==> config.mk <==
export PLATFORM = sky130hd
export DESIGN_NAME = coil_cmd_i2c_rx
export DESIGN_NICKNAME = d
export VERILOG_FILES = /design/src/rtl/coil_rx_pkg.sv /design/src/rtl/bus_edge_detect.sv /design/src/rtl/frame_receiver.sv /design/src/rtl/cmd_register.sv /design/src/rtl/coil_cmd_i2c_rx.sv
export SDC_FILE = /design/constraint.sdc
export NUM_CORES = 1
export LEC_CHECK = 0
export ABC_CLOCK_PERIOD_IN_PS = 3930
export BUFFER_PORTS_ARGS = -buffer_cell sky130_fd_sc_hd__buf_2
export CAP_MARGIN = 20
export CORE_AREA = 4 4 71 73
export CTS_CLUSTER_DIAMETER = 60
export DETAILED_ROUTE_END_ITERATION = 16
export DIE_AREA = 0 0 75 77
export PLACE_DENSITY = 0.79
export SETUP_SLACK_MARGIN = 0.4
export SYNTH_ARGS = -nofsm -noshare
export SYNTH_HDL_FRONTEND = slang
export SYNTH_SLANG_ARGS = --single-unit
==> constraint.sdc <==
create_clock -name clk -period 3.93 [get_ports clk]
set_input_delay 0.1965 -clock clk [delete_from_list [all_inputs] [get_ports clk]]
set_output_delay 0.1965 -clock clk [all_outputs]
set_load 0.02 [all_outputs]
==> src/rtl/coil_rx_pkg.sv <==
package coil_rx_pkg;
  localparam int CODE_W  = 10;
  localparam int STEP_W  = 3;
  localparam int BYTE_W  = 8;
  localparam int HI_W    = CODE_W - 4;
  localparam int BIT_CNT_W = $clog2(BYTE_W + 1);

  typedef enum logic [1:0] {
    ST_IDLE,
    ST_RECV,
    ST_ACK,
    ST_SKIP
  } rx_state_e;

  typedef struct packed {
    logic              pd;
    logic [CODE_W-1:0] code;
    logic [STEP_W-1:0] step_size;
    logic [STEP_W-1:0] step_time;
  } coil_cmd_t;
endpackage

==> src/rtl/bus_edge_detect.sv <==
module bus_edge_detect #(
  parameter int SYNC_STAGES = 2
) (
  input  logic clk,
  input  logic rst,
  input  logic scl_i,
  input  logic sda_i,
  output logic scl_rise,
  output logic scl_fall,
  output logic start_det,
  output logic stop_det,
  output logic sda_lvl
);
  // index SYNC_STAGES-1 is the synchronized level, SYNC_STAGES the previous one
  logic [SYNC_STAGES:0] scl_pipe;
  logic [SYNC_STAGES:0] sda_pipe;

  always_ff @(posedge clk) begin
    if (rst) begin
      scl_pipe <= '1;
      sda_pipe <= '1;
    end else begin
      scl_pipe <= {scl_pipe[SYNC_STAGES-1:0], scl_i};
      sda_pipe <= {sda_pipe[SYNC_STAGES-1:0], sda_i};
    end
  end

  logic scl_now, scl_prev, sda_now, sda_prev;
  assign scl_now  = scl_pipe[SYNC_STAGES-1];
  assign scl_prev = scl_pipe[SYNC_STAGES];
  assign sda_now  = sda_pipe[SYNC_STAGES-1];
  assign sda_prev = sda_pipe[SYNC_STAGES];

  assign scl_rise  = scl_now & ~scl_prev;
  assign scl_fall  = ~scl_now & scl_prev;
  assign start_det = scl_now & scl_prev & sda_prev & ~sda_now;
  assign stop_det  = scl_now & scl_prev & ~sda_prev & sda_now;
  assign sda_lvl   = sda_now;
endmodule

==> src/rtl/frame_receiver.sv <==
module frame_receiver
  import coil_rx_pkg::*;
#(
  parameter logic [6:0] TARGET_ADDR = 7'b0110011
) (
  input  logic      clk,
  input  logic      rst,
  input  logic      scl_rise,
  input  logic      scl_fall,
  input  logic      start_det,
  input  logic      stop_det,
  input  logic      sda_lvl,
  output logic      ack_o,
  output logic      load_o,
  output coil_cmd_t cmd_o
);
  localparam logic [BYTE_W-1:0]    ADDR_WR  = {TARGET_ADDR, 1'b0};
  localparam logic [BIT_CNT_W-1:0] FULL_CNT = BIT_CNT_W'(BYTE_W);
  localparam logic [1:0]           LAST_IDX = 2'd3;

  rx_state_e            state;
  logic [BIT_CNT_W-1:0] bit_cnt;
  logic [1:0]           byte_idx;
  logic [BYTE_W-1:0]    shreg;
  coil_cmd_t            stage;

  always_ff @(posedge clk) begin
    if (rst) begin
      state    <= ST_IDLE;
      bit_cnt  <= '0;
      byte_idx <= '0;
      shreg    <= '0;
      ack_o    <= 1'b0;
      load_o   <= 1'b0;
      stage    <= '0;
    end else begin
      load_o <= 1'b0;
      if (start_det) begin
        state    <= ST_RECV;
        bit_cnt  <= '0;
        byte_idx <= '0;
        ack_o    <= 1'b0;
      end else if (stop_det) begin
        state <= ST_IDLE;
        ack_o <= 1'b0;
      end else begin
        case (state)
          ST_RECV: begin
            if (scl_rise && bit_cnt != FULL_CNT) begin
              shreg   <= {shreg[BYTE_W-2:0], sda_lvl};
              bit_cnt <= bit_cnt + 1'b1;
            end else if (scl_fall && bit_cnt == FULL_CNT) begin
              if (byte_idx == 2'd0 && shreg != ADDR_WR) begin
                state <= ST_SKIP;
              end else begin
                ack_o <= 1'b1;
                state <= ST_ACK;
                case (byte_idx)
                  2'd1: begin
                    stage.pd                <= shreg[7];
                    stage.code[CODE_W-1:4]  <= shreg[HI_W-1:0];
                  end
                  2'd2: stage.code[3:0] <= shreg[7:4];
                  2'd3: begin
                    stage.step_size <= shreg[7:5];
                    stage.step_time <= shreg[4:2];
                  end
                  default: ;
                endcase
              end
            end
          end
          ST_ACK: begin
            if (scl_fall) begin
              ack_o   <= 1'b0;
              bit_cnt <= '0;
              if (byte_idx == LAST_IDX) begin
                load_o <= 1'b1;
                state  <= ST_SKIP;
              end else begin
                byte_idx <= byte_idx + 2'd1;
                state    <= ST_RECV;
              end
            end
          end
          default: ;
        endcase
      end
    end
  end

  assign cmd_o = stage;


  ack_rise_on_fall_chk: assert property (@(posedge clk) disable iff (rst)
    $rose(ack_o) |-> $past(scl_fall));


  ack_release_chk: assert property (@(posedge clk) disable iff (rst)
    $fell(ack_o) |-> $past(scl_fall || start_det || stop_det));


  addr_ack_chk: assert property (@(posedge clk) disable iff (rst)
    (ack_o && byte_idx == 2'd0) |-> (shreg == ADDR_WR));


  load_after_ack_chk: assert property (@(posedge clk) disable iff (rst)
    load_o |-> ($past(ack_o) && byte_idx == LAST_IDX));
endmodule

==> src/rtl/cmd_register.sv <==
module cmd_register
  import coil_rx_pkg::*;
(
  input  logic              clk,
  input  logic              clear,
  input  logic              load,
  input  coil_cmd_t         cmd_in,
  output logic              pd_o,
  output logic [CODE_W-1:0] code_o,
  output logic [STEP_W-1:0] step_size_o,
  output logic [STEP_W-1:0] step_time_o,
  output logic              standby_o
);
  coil_cmd_t held;
  logic      standby_q;

  always_ff @(posedge clk) begin
    if (clear) begin
      held      <= '0;
      standby_q <= 1'b1;
    end else if (load) begin
      held      <= cmd_in;
      standby_q <= cmd_in.pd | (cmd_in.code == '0);
    end
  end

  assign pd_o        = held.pd;
  assign code_o      = held.code;
  assign step_size_o = held.step_size;
  assign step_time_o = held.step_time;
  assign standby_o   = standby_q;


  hold_stable_chk: assert property (@(posedge clk) disable iff (clear)
    !load |=> $stable(held));


  clear_defaults_chk: assert property (@(posedge clk)
    clear |=> (held == '0 && standby_q));


  standby_match_chk: assert property (@(posedge clk) disable iff (clear)
    standby_q == (held.pd || held.code == '0));
endmodule

==> src/rtl/coil_cmd_i2c_rx.sv <==
module coil_cmd_i2c_rx
  import coil_rx_pkg::*;
#(
  parameter logic [6:0] TARGET_ADDR = 7'b0110011,
  parameter int         SYNC_STAGES = 2
) (
  input  logic              clk,
  input  logic              rst,
  input  logic              en,
  input  logic              scl_in,
  input  logic              sda_in,
  output logic              sda_pull_low,
  output logic              pwr_down,
  output logic [CODE_W-1:0] cur_code,
  output logic [STEP_W-1:0] step_size,
  output logic [STEP_W-1:0] step_time,
  output logic              standby
);
  logic clear;
  assign clear = rst | ~en;

  logic scl_rise, scl_fall, start_det, stop_det, sda_lvl;
  logic load;
  coil_cmd_t staged;

  bus_edge_detect #(.SYNC_STAGES(SYNC_STAGES)) u_edge (
    .clk       (clk),
    .rst       (clear),
    .scl_i     (scl_in),
    .sda_i     (sda_in),
    .scl_rise  (scl_rise),
    .scl_fall  (scl_fall),
    .start_det (start_det),
    .stop_det  (stop_det),
    .sda_lvl   (sda_lvl)
  );

  frame_receiver #(.TARGET_ADDR(TARGET_ADDR)) u_frame (
    .clk       (clk),
    .rst       (clear),
    .scl_rise  (scl_rise),
    .scl_fall  (scl_fall),
    .start_det (start_det),
    .stop_det  (stop_det),
    .sda_lvl   (sda_lvl),
    .ack_o     (sda_pull_low),
    .load_o    (load),
    .cmd_o     (staged)
  );

  cmd_register u_cmd (
    .clk         (clk),
    .clear       (clear),
    .load        (load),
    .cmd_in      (staged),
    .pd_o        (pwr_down),
    .code_o      (cur_code),
    .step_size_o (step_size),
    .step_time_o (step_time),
    .standby_o   (standby)
  );


  no_ack_while_scl_high_start_chk: assert property (@(posedge clk) disable iff (clear)
    start_det |=> !sda_pull_low);
endmodule

-- Yosys cells after proc, flatten, opt, wreduce, memory -nomap -nowiden
Cells that the tools add are included.
- register bits after elaboration: 59
- latch bits: 0
- RAM bits: 0
- ROM bits: 0
- input port bits: 5
- output and inout bits: 19
- word-level logic and storage cells: 94
- memories kept: 0
- $add $sub $neg: 2
- $mul: 0
- div/mod/pow operators: 0
- magnitude comparators: 0
- equal/unequal tests: 16
- shifts and indexed selects: 0
- multiplexer cells: 17
- bitwise operators: 21
- reductions and logical operators: 19
- operators with widths (kind ; number):
    $reduce_and A7 Y1 ; 3
    $reduce_and A4 Y1 ; 5
    $not A1 Y1 ; 12
    $logic_not A10 Y1 ; 1
    $mux W1 ; 8
    $mux W2 ; 4
    $mux W4 ; 2
    $ne A4 B3 Y1 const B ; 2
    $ne A4 B4 Y1 const B ; 2
    $ne A8 B7 Y1 const B ; 1
    $pmux W4 S2 ; 1
    $and A1 B1 Y1 ; 7
    $eq A2 B2 Y1 const B ; 3
    $ne A2 B1 Y1 const B ; 3
    $reduce_and A5 Y1 ; 1
    $reduce_or A5 Y1 ; 1
    $add A4 B1 Y4 const B ; 1
    $eq A2 B1 Y1 const B ; 2
    $eq A4 B4 Y1 const B ; 1
    $ne A2 B2 Y1 const B ; 2
    $pmux W2 S2 ; 1
    $reduce_bool A4 Y1 ; 1
    $logic_and A1 B1 Y1 ; 3
    $reduce_or A3 Y1 ; 1
    6 further kinds ; 7

-- Depth between registers and ports, before layout
Gate-level depths: netlist (run 1).
- word-level depth: 8
- depth in mapped cells: 7
- gate-level depth less buffers: 6

-- By module
Synthesis (run 1) repeated with hierarchy kept, for this count alone.
- cell total of the unflattened synthesis: 253
- area, all modules: 2608.8 um2
- modules (own cells, without submodules) (module ; instances ; cells each ; area an instance (um2) ; sequential area each (um2)):
    frame_receiver ; 1 ; 173 ; 1736.7 ; 700.7
    cmd_register ; 1 ; 63 ; 675.6 ; 360.3
    bus_edge_detect ; 1 ; 16 ; 190.2 ; 120.1
    coil_cmd_i2c_rx ; 1 ; 1 ; 6.3 ; 0.0

-- Least setup slack after synthesis (run 1)
OpenSTA, ideal clock, no wires.
- path type: reg-to-reg
- start point: register u_frame.bit_cnt[0]
- end point: register u_frame.bit_cnt[1]
- setup time: 0.122 ns
- arrival time: 1.479 ns
- data required time: 3.808 ns
- slack: 2.329 ns
- cell stages (with the launch flop): 8
- path buffers: 1
- clock period less this slack: 1.601 ns
- cells stage by stage: dfxtp_1 inv_1 ha_1 and3b_4 or3_1 buf_6 o21ai_2 a21oi_1
- word-level cells in the longest chain between the ends: 4
- elaborated cells on any way between the ends: 7
- classes of those cells: add/sub: 1; eq/ne: 2; mux: 2; reduce/logical: 2
- RTL lines (item ; line ; text):
    start: declaration ; frame_receiver.sv:22 ; logic [BIT_CNT_W-1:0] bit_cnt;
    start signal: assignment ; frame_receiver.sv:51 ; bit_cnt <= bit_cnt + 1'b1;
    branches (longest 4 deep; another with $add A4 B1 Y4) ; - ;
Parallel ways; which one is timed is not known. The select of a mux whose other input is x is not followed.
A chain may end at the register's enable or synchronous reset.

-- Final worst setup path (run 1)
Same ends and word-level chain as after synthesis.

==> impl_metrics.csv, run 1 <==
group,metric,value,unit
status,outcome,"finished, final reports clean",
worst_setup_path,critical-path-max-stage-delay,500,ps
synth,synth_enable_flop_cells,0,
synth,synth_nets,280,
layout,final_core_util,66.4,%
worst_setup_path,cp_cell_sequence,"inv_1 -> ha_1 -> and3b_4 -> or3_1 -> o21ai_2 -> a21oi_1",
detailed_routing,drc,0,
global_routing,first_pass_grt_wire_length,8.14,mm
layout,layout.cells.most_common_list,"dfxtp_1, nand2_1, mux2i_1, buf_2, nor2_1",
worst_setup_path,worst-endpoint-required,4140,ps
layout,ratio_of_cells_with_drive_above_1_in_the_final_layout,18.2,%
placed_design,detailed_place_hpwl,3.34,mm
clock_tree,h-tree-depth,3,
detailed_routing,routed.top_layer,"met4",
detailed_routing,wirelength,4.85,mm
floorplan,starting_utilization_of_the_core_area,59.3,%
timing,finalMaxSlewViolations,0,
timing,worst_clock_skew,4.77,ps
timing,clock.fmax,0.572,GHz
timing,finalHoldViolCount,0,
timing,setup_viol,0,
synth,yosys.cell_types.count,52,
placed_design,io_buffer_count,23,
worst_hold_path,worstHoldStart,"scl_in",
synth,synthArstFlopShare,0,%
timing,layout_worst_path_cycle_share,44.5,%
worst_setup_path,worstSetupEndpointType,"flip-flop",
synth,synth-seq-cells,59,
placed_design,globalplace.congestion,0.911,
worst_setup_path,startpoint,"u_frame.bit_cnt[0]",
synth,synth_area,2580,sq um
worst_setup_path,startpoint_type,"flip-flop",
global_routing,globalRouteOverflowTotal,0,
detailed_routing,drt_pre_antenna_iters,4,
layout,antenna_cells,0,
clock_tree,cts_inserted_buffers,9,
global_routing,first_global_vias,1813,
power_and_ir_drop,static-leakage-power,1.08,nW
detailed_routing,dr_wl_met2,2.34,mm
clock_tree,clockRootBuffer,"clkbuf_8",
synth,ys.flop_type,"dfxtp_1",
synth,synthCells,267,
synth,yosysWarnings,0,
detailed_routing,length_of_routed_wiring_on_met1,2.18,mm
timing,fin_setup_tns,0,ps
timing,worst_pin_slew,1040,ps
run,max_cap_viol_count,0,
worst_setup_path,regToRegStartpoint,"u_frame.bit_cnt[0]",
synth,synth.avg_cell_area,9.68,sq um
clock_tree,post_cts_hold_buffer_count,0,
power_and_ir_drop,irDropWorstVdd,0.000209,V
synth,share_of_synthesized_area_occupied_by_flip_flops_and_latches,45.7,%
detailed_routing,vias_per_cell,5.48,
floorplan,die_h,77,um
floorplan,dieWidth,75,um
detailed_routing,postRouteAntennaNets,0,
clock_tree,clkTransAtPathRegs,60,ps
clock_tree,clock_tree_from_tritoncts,"done",
worst_setup_path,critical_path_fanouts_max,9,
detailed_routing,number_of_design_rule_violations_left_by_the_first_detailed_router_iteration,120,
detailed_routing,met3RoutedLength,215,um
floorplan,total_die_area,5780,sq um
timing,timing.slew.headroom,30.8,%
timing,timing.final.crit_period,1750,ps
layout,most_frequent_standard_cell_in_the_layout_excluding_fill_and_tap_cells,"dfxtp_1",
detailed_routing,wl_per_cell,14.1,um
global_routing,grt_start_max_net_pins,35,
floorplan,site_row_count,24,
layout,synthToLayoutAreaGrowth,11.8,%
detailed_routing,via_count,1886,
clock_tree,insertion_delay_to_the_later_sink_of_the_worst_skew_pair,340,ps
clock_tree,post_cts.repair.setup_buffers,0,
global_routing,globalRouteTotalUtil,18.5,%
global_routing,grt_antenna_before_repair,0,
clock_tree,numClockSinks,59,
floorplan,floorplan.core_area,4350,sq um
timing,rsz_0062_raised_after_global_routing,"false",
worst_setup_path,crit_slowest_cell,"or3_1",
clock_tree,ctsResizeCount,0,
floorplan,top_level_ports,24,
layout,final_nets,301,
clock_tree,ctsLongestPathBuffers,2,
worst_hold_path,kind_of_path_behind_the_tightest_hold_check,"in2reg",
worst_setup_path,arrival,1960,ps
power_and_ir_drop,power.density,405,nW/um^2
worst_setup_path,worstSetupPathType,"reg2reg",
power by group:
group | switching [W] | leakage [nW] | internal [W]
clock | 0.000227 | 0.0995 | 0.000323
sequential | 0.00000121 | 0.476 | 0.000599
combinational | 0.0000134 | 0.508 | 0.00000536
total | 0.000242 | 1.08 | 0.000928
registers in the layout, indices dropped and copies added, names as in the netlist, 3 cells and up:
signal	count
u_cmd.code_o	10
u_cmd.step_size_o	3
u_cmd.step_time_o	3
u_edge.scl_pipe	3
u_edge.sda_pipe	3
u_frame.bit_cnt	4
u_frame.cmd_o	17
u_frame.shreg	8
synthesized netlist by cell type, drive strengths merged, types with 2 or more instances:
library cell	instances	area share, %
nand4bb	2	1.5
buf	6	1.9
nand2b	10	2.7
clkbuf	8	1.2
and3b	2	0.82
inv	8	1.2
and4bb	2	0.97
nor2	21	3.1
o21ai	2	0.97
nor3b	3	1.1
and2	2	0.58
nand2	49	7.2
nand3	8	2.2
ha	8	3.9
a21oi	15	2.9
mux2i	34	13
a21o	2	0.58
dfxtp	59	46
a21boi	2	0.58
or3	2	0.48
nor3	3	1.0
a211oi	3	0.87
worst max-delay path, delay by kind of cell (launching register included):
family	cells	cell delay (ps)
adder cells (fa/ha/maj)	1	240
AND/OR/NAND/NOR	2	710
flip-flops	1	370
AO/OA/AOI/OAI	2	240
buffers and inverters	1	70
through the flow:
step	std cells	setup WS, ps	hold slack [ps]	power, W	instance area [sq um]
floorplan	267	2330	298	0.000628	2580
detailed placement	329	2190	384	0.000633	2700
global route	344	2070	35.7	0.00121	2890
CTS	344	2180	29.9	0.00118	2890
finish	344	2180	39.3	0.00117	2890
global placement	329	2220	380	0.000632	2700
kinds of logic (layout without fill, tap and decap cells):
kind of cell,Yosys count,count (layout),synth area share [%]
AOI/OAI and AO/OA,30,30,7.80
xor gates and xnor gates,2,2,0.678
adders and majority gates,8,8,3.87
buffers and inverters,22,47,4.21
DFF,59,59,45.7
muxes,34,34,13.2
and+or+nand+nor,112,112,24.6
layer usage:
| layer | global-route usage (%) | vias to the layer above |
|---|---|---|
| met2 | 29.4 | 39 |
| met3 | 5.49 | 10 |
| li1 | - | 949 |
| met4 | 9.61 | 0 |
| met1 | 22.0 | 888 |
| met5 | 0 | - |
cell type report:
class | count | area, sq um
clock buffers | 13 | 159
clock inverters | 2 | 35.0
fillers | 362 | 1470
inverters | 8 | 30.0
multi-input cells | 186 | 1300
flip-flops and latches | 59 | 1180
well taps | 52 | 65.1
repair buffers | 24 | 123
path summary, 6_finish.rpt:
kind                        endpoint  cells past startpoint  slack, ps
hold / removal    u_edge.scl_pipe[0]                      2         40
setup / recovery  u_frame.bit_cnt[1]                      6       2180
hold reg to reg   u_edge.sda_pipe[1]                      1        410
setup reg to reg  u_frame.bit_cnt[1]                      6       2180
No activity file was read; power rests on OpenSTA's default activity.
==> run 2: changes to the inputs <==
--- a/config.mk
+++ b/config.mk
@@ -5,14 +5,14 @@
 export SDC_FILE = /design/constraint.sdc
 export NUM_CORES = 1
 export LEC_CHECK = 0
-export ABC_CLOCK_PERIOD_IN_PS = 3930
+export ABC_CLOCK_PERIOD_IN_PS = 1500
 export BUFFER_PORTS_ARGS = -buffer_cell sky130_fd_sc_hd__buf_2
 export CAP_MARGIN = 20
-export CORE_AREA = 4 4 71 73
+export CORE_AREA = 4 4 76 78
 export CTS_CLUSTER_DIAMETER = 60
 export DETAILED_ROUTE_END_ITERATION = 16
-export DIE_AREA = 0 0 75 77
-export PLACE_DENSITY = 0.79
+export DIE_AREA = 0 0 80 82
+export PLACE_DENSITY = 0.72
 export SETUP_SLACK_MARGIN = 0.4
 export SYNTH_ARGS = -nofsm -noshare
 export SYNTH_HDL_FRONTEND = slang
==> constraint.sdc (replaced) <==
create_clock -name clk -period 1.5 [get_ports clk]
set_input_delay 0.075 -clock clk [delete_from_list [all_inputs] [get_ports clk]]
set_output_delay 0.075 -clock clk [all_outputs]
set_load 0.02 [all_outputs]
==> run 2 against run 1 <==
Against the previous run:
- the run now ends with setup timing left
- maximum frequency is 16% higher
- worst setup slack worse by 2200 ps
- critical path depth is the same
- cell count grew 16%
- critical endpoint unchanged
- sequential power rose to 2.6 times the previous value
- critical path type unchanged
- register-to-register slack worse by 2200 ps
- utilization is 2.3 points higher
==> impl_metrics.csv, run 2 (synthesis results as in run 1) <==
group,metric,value,unit
detailed_routing,drt_pre_antenna_iters,5,
worst_setup_path,arrival,1740,ps
layout,final_core_util,68.6,%
worst_setup_path,r2r_cells,6,
worst_setup_path,critical_path_fanouts_max,9,
clock_tree,clkTransAtPathRegs,70,ps
detailed_routing,via_count,2059,
placed_design,io_buffer_count,23,
placed_design,dp_cells,364,
clock_tree,cts_inserted_buffers,9,
clock_tree,insertion_delay_to_the_later_sink_of_the_worst_skew_pair,340,ps
global_routing,globalRouteOverflowTotal,0,
timing,final_critical_path_setup_slack,-5.44,ps
layout,layout.cells.most_common_list,"dfxtp_1, nand2_1, mux2i_1, buf_4, buf_2",
layout,synthToLayoutAreaGrowth,34.8,%
timing,rsz_0062_raised_after_global_routing,"true",
floorplan,site_row_count,26,
worst_hold_path,whs_path_depth,4,
placed_design,globalplace.congestion,0.772,
floorplan,starting_utilization_of_the_core_area,50.9,%
status,outcome,"finished, violations left",
timing,layout_worst_path_cycle_share,100,%
detailed_routing,wl_per_cell,14.4,um
detailed_routing,vias_per_cell,5.17,
timing,timing.slew.headroom,73.2,%
clock_tree,clockRootBuffer,"clkbuf_8",
layout,stdcell_count,398,
global_routing,first_pass_grt_wire_length,9.40,mm
placed_design,detailed_place_hpwl,3.70,mm
worst_setup_path,worst-endpoint-required,1730,ps
floorplan,floorplan.core_area,5070,sq um
worst_setup_path,timing.rr.end,"u_frame.bit_cnt[1]",
worst_setup_path,startpoint_type,"flip-flop",
placed_design,pre_cts_ws,-46.3,ps
placed_design,instance_area_at_placement,2940,sq um
worst_setup_path,reg_to_reg_setup_timing_slack,-5,ps
layout,final_design_area_no_fill,3480,sq um
layout,final_nets,336,
timing,finalMaxSlewViolations,0,
floorplan,dieWidth,80,um
layout,antenna_cells,0,
timing,worst_pin_slew,398,ps
power_and_ir_drop,power.density,858,nW/um^2
run,max_cap_viol_count,0,
floorplan,top_level_ports,24,
clock_tree,clock_tree_from_tritoncts,"done",
detailed_routing,number_of_design_rule_violations_left_by_the_first_detailed_router_iteration,79,
worst_hold_path,worstHoldStart,"rst",
layout,largest_register_ffs,17,
global_routing,grt_start_max_net_pins,29,
timing,worst_clock_skew,8.82,ps
clock_tree,numClockSinks,59,
worst_setup_path,worstSetupEndpointType,"flip-flop",
detailed_routing,drc,0,
worst_setup_path,regToRegStartpoint,"u_frame.bit_cnt[1]",
global_routing,globalRouteTotalUtil,18.9,%
floorplan,die_h,82,um
floorplan,total_die_area,6560,sq um
worst_hold_path,end_of_the_worst_hold_path,"u_edge.scl_pipe[2]",
worst_hold_path,kind_of_path_behind_the_tightest_hold_check,"in2reg",
timing,setup_viol,1,
status,failed_checks,"setup timing",
global_routing,first_global_vias,2000,
power_and_ir_drop,static-leakage-power,1.31,nW
power_and_ir_drop,irDropWorstVdd,0.000591,V
clock_tree,h-tree-depth,3,
power_and_ir_drop,total_power,0.00299,W
detailed_routing,wirelength,5.75,mm
worst_setup_path,worstSetupPathType,"reg2reg",
timing,timing.final.crit_period,1510,ps
layout,ratio_of_cells_with_drive_above_1_in_the_final_layout,41.5,%
clock_tree,ctsLongestPathBuffers,2,
global_routing,grt_antenna_before_repair,0,
detailed_routing,postRouteAntennaNets,0,
timing,clock.fmax,0.664,GHz
timing,finalHoldViolCount,0,
layout,most_frequent_standard_cell_in_the_layout_excluding_fill_and_tap_cells,"dfxtp_1",
==> run 2: cell count changes in the layout (fill, tap and decap cells not counted), sizes merged <==
cell,before,now
buf,24,56
inv,8,9
dlygate4sd3,0,3
clkbuf,13,11
clkinvlp,0,3
bufinv,1,0
==> run 2: timing repair <==
item	CTS	global route
pin swaps	25	12
endpoints found under the setup margin	35	50
resized for setup	22	21
hold endpoints to repair	4	0
buffers inserted	13	2
hold buffers	3	0
==> run 2: worst max path at each step <==
stage / from / endpoint / cells after the start
2_1_floorplan: u_frame.bit_cnt[1] / u_frame.cmd_o[15] / 7
3_3_place_gp: u_frame.bit_cnt[1] / u_frame.bit_cnt[1] / 6
3_5_place_dp: u_frame.bit_cnt[1] / u_frame.bit_cnt[1] / 6
4_1_cts: u_frame.bit_cnt[0] / u_frame.cmd_o[15] / 6
5_1_grt: u_frame.bit_cnt[1] / u_frame.cmd_o[11] / 6
6_report: u_frame.bit_cnt[1] / u_frame.bit_cnt[1] / 6
==> run 2: routing by layer <==
metal	part of all wire, %	GRT usage, %
met3	4.2	6.03
met2	50	32.3
met4	2.2	8.61
met1	43	21.5
met5	0	0
==> run 2: power breakdown <==
part / internal [W] / total (W) / switching (W)
registers: 0.00157 / 0.00157 / 0.00000333
clock network: 0.000691 / 0.00134 / 0.000647
logic: 0.0000320 / 0.0000776 / 0.0000456
total: 0.00229 / 0.00299 / 0.000696
==> run 2: critical path, stage by stage (launching register included) <==
cell and delay (ps):
dfxtp_2 350, inv_2 50, ha_4 160, and3b_4 190, or3_4 430, o21ai_2 140
a21oi_2 60
==> run 2: area by class of cell <==
type | instances | area, sq um
Tap cell | 70 | 87.6
Clock inverter | 5 | 36.3
Inverter | 8 | 30.0
Fill cell | 386 | 1590
Timing Repair Buffer | 59 | 453
Multi-Input combinational cell | 186 | 1540
Sequential cell | 59 | 1190
Clock buffer | 11 | 151
==> run 2: per-stage QoR <==
stage | TNS [ps] | hold slack [ps]
after floorplan | 0 | 176
after global placement | -22.9 | 256
after detailed placement | -87.2 | 263
after CTS | 0 | 119
after global routing | -738 | 152
final | -5.44 | 133
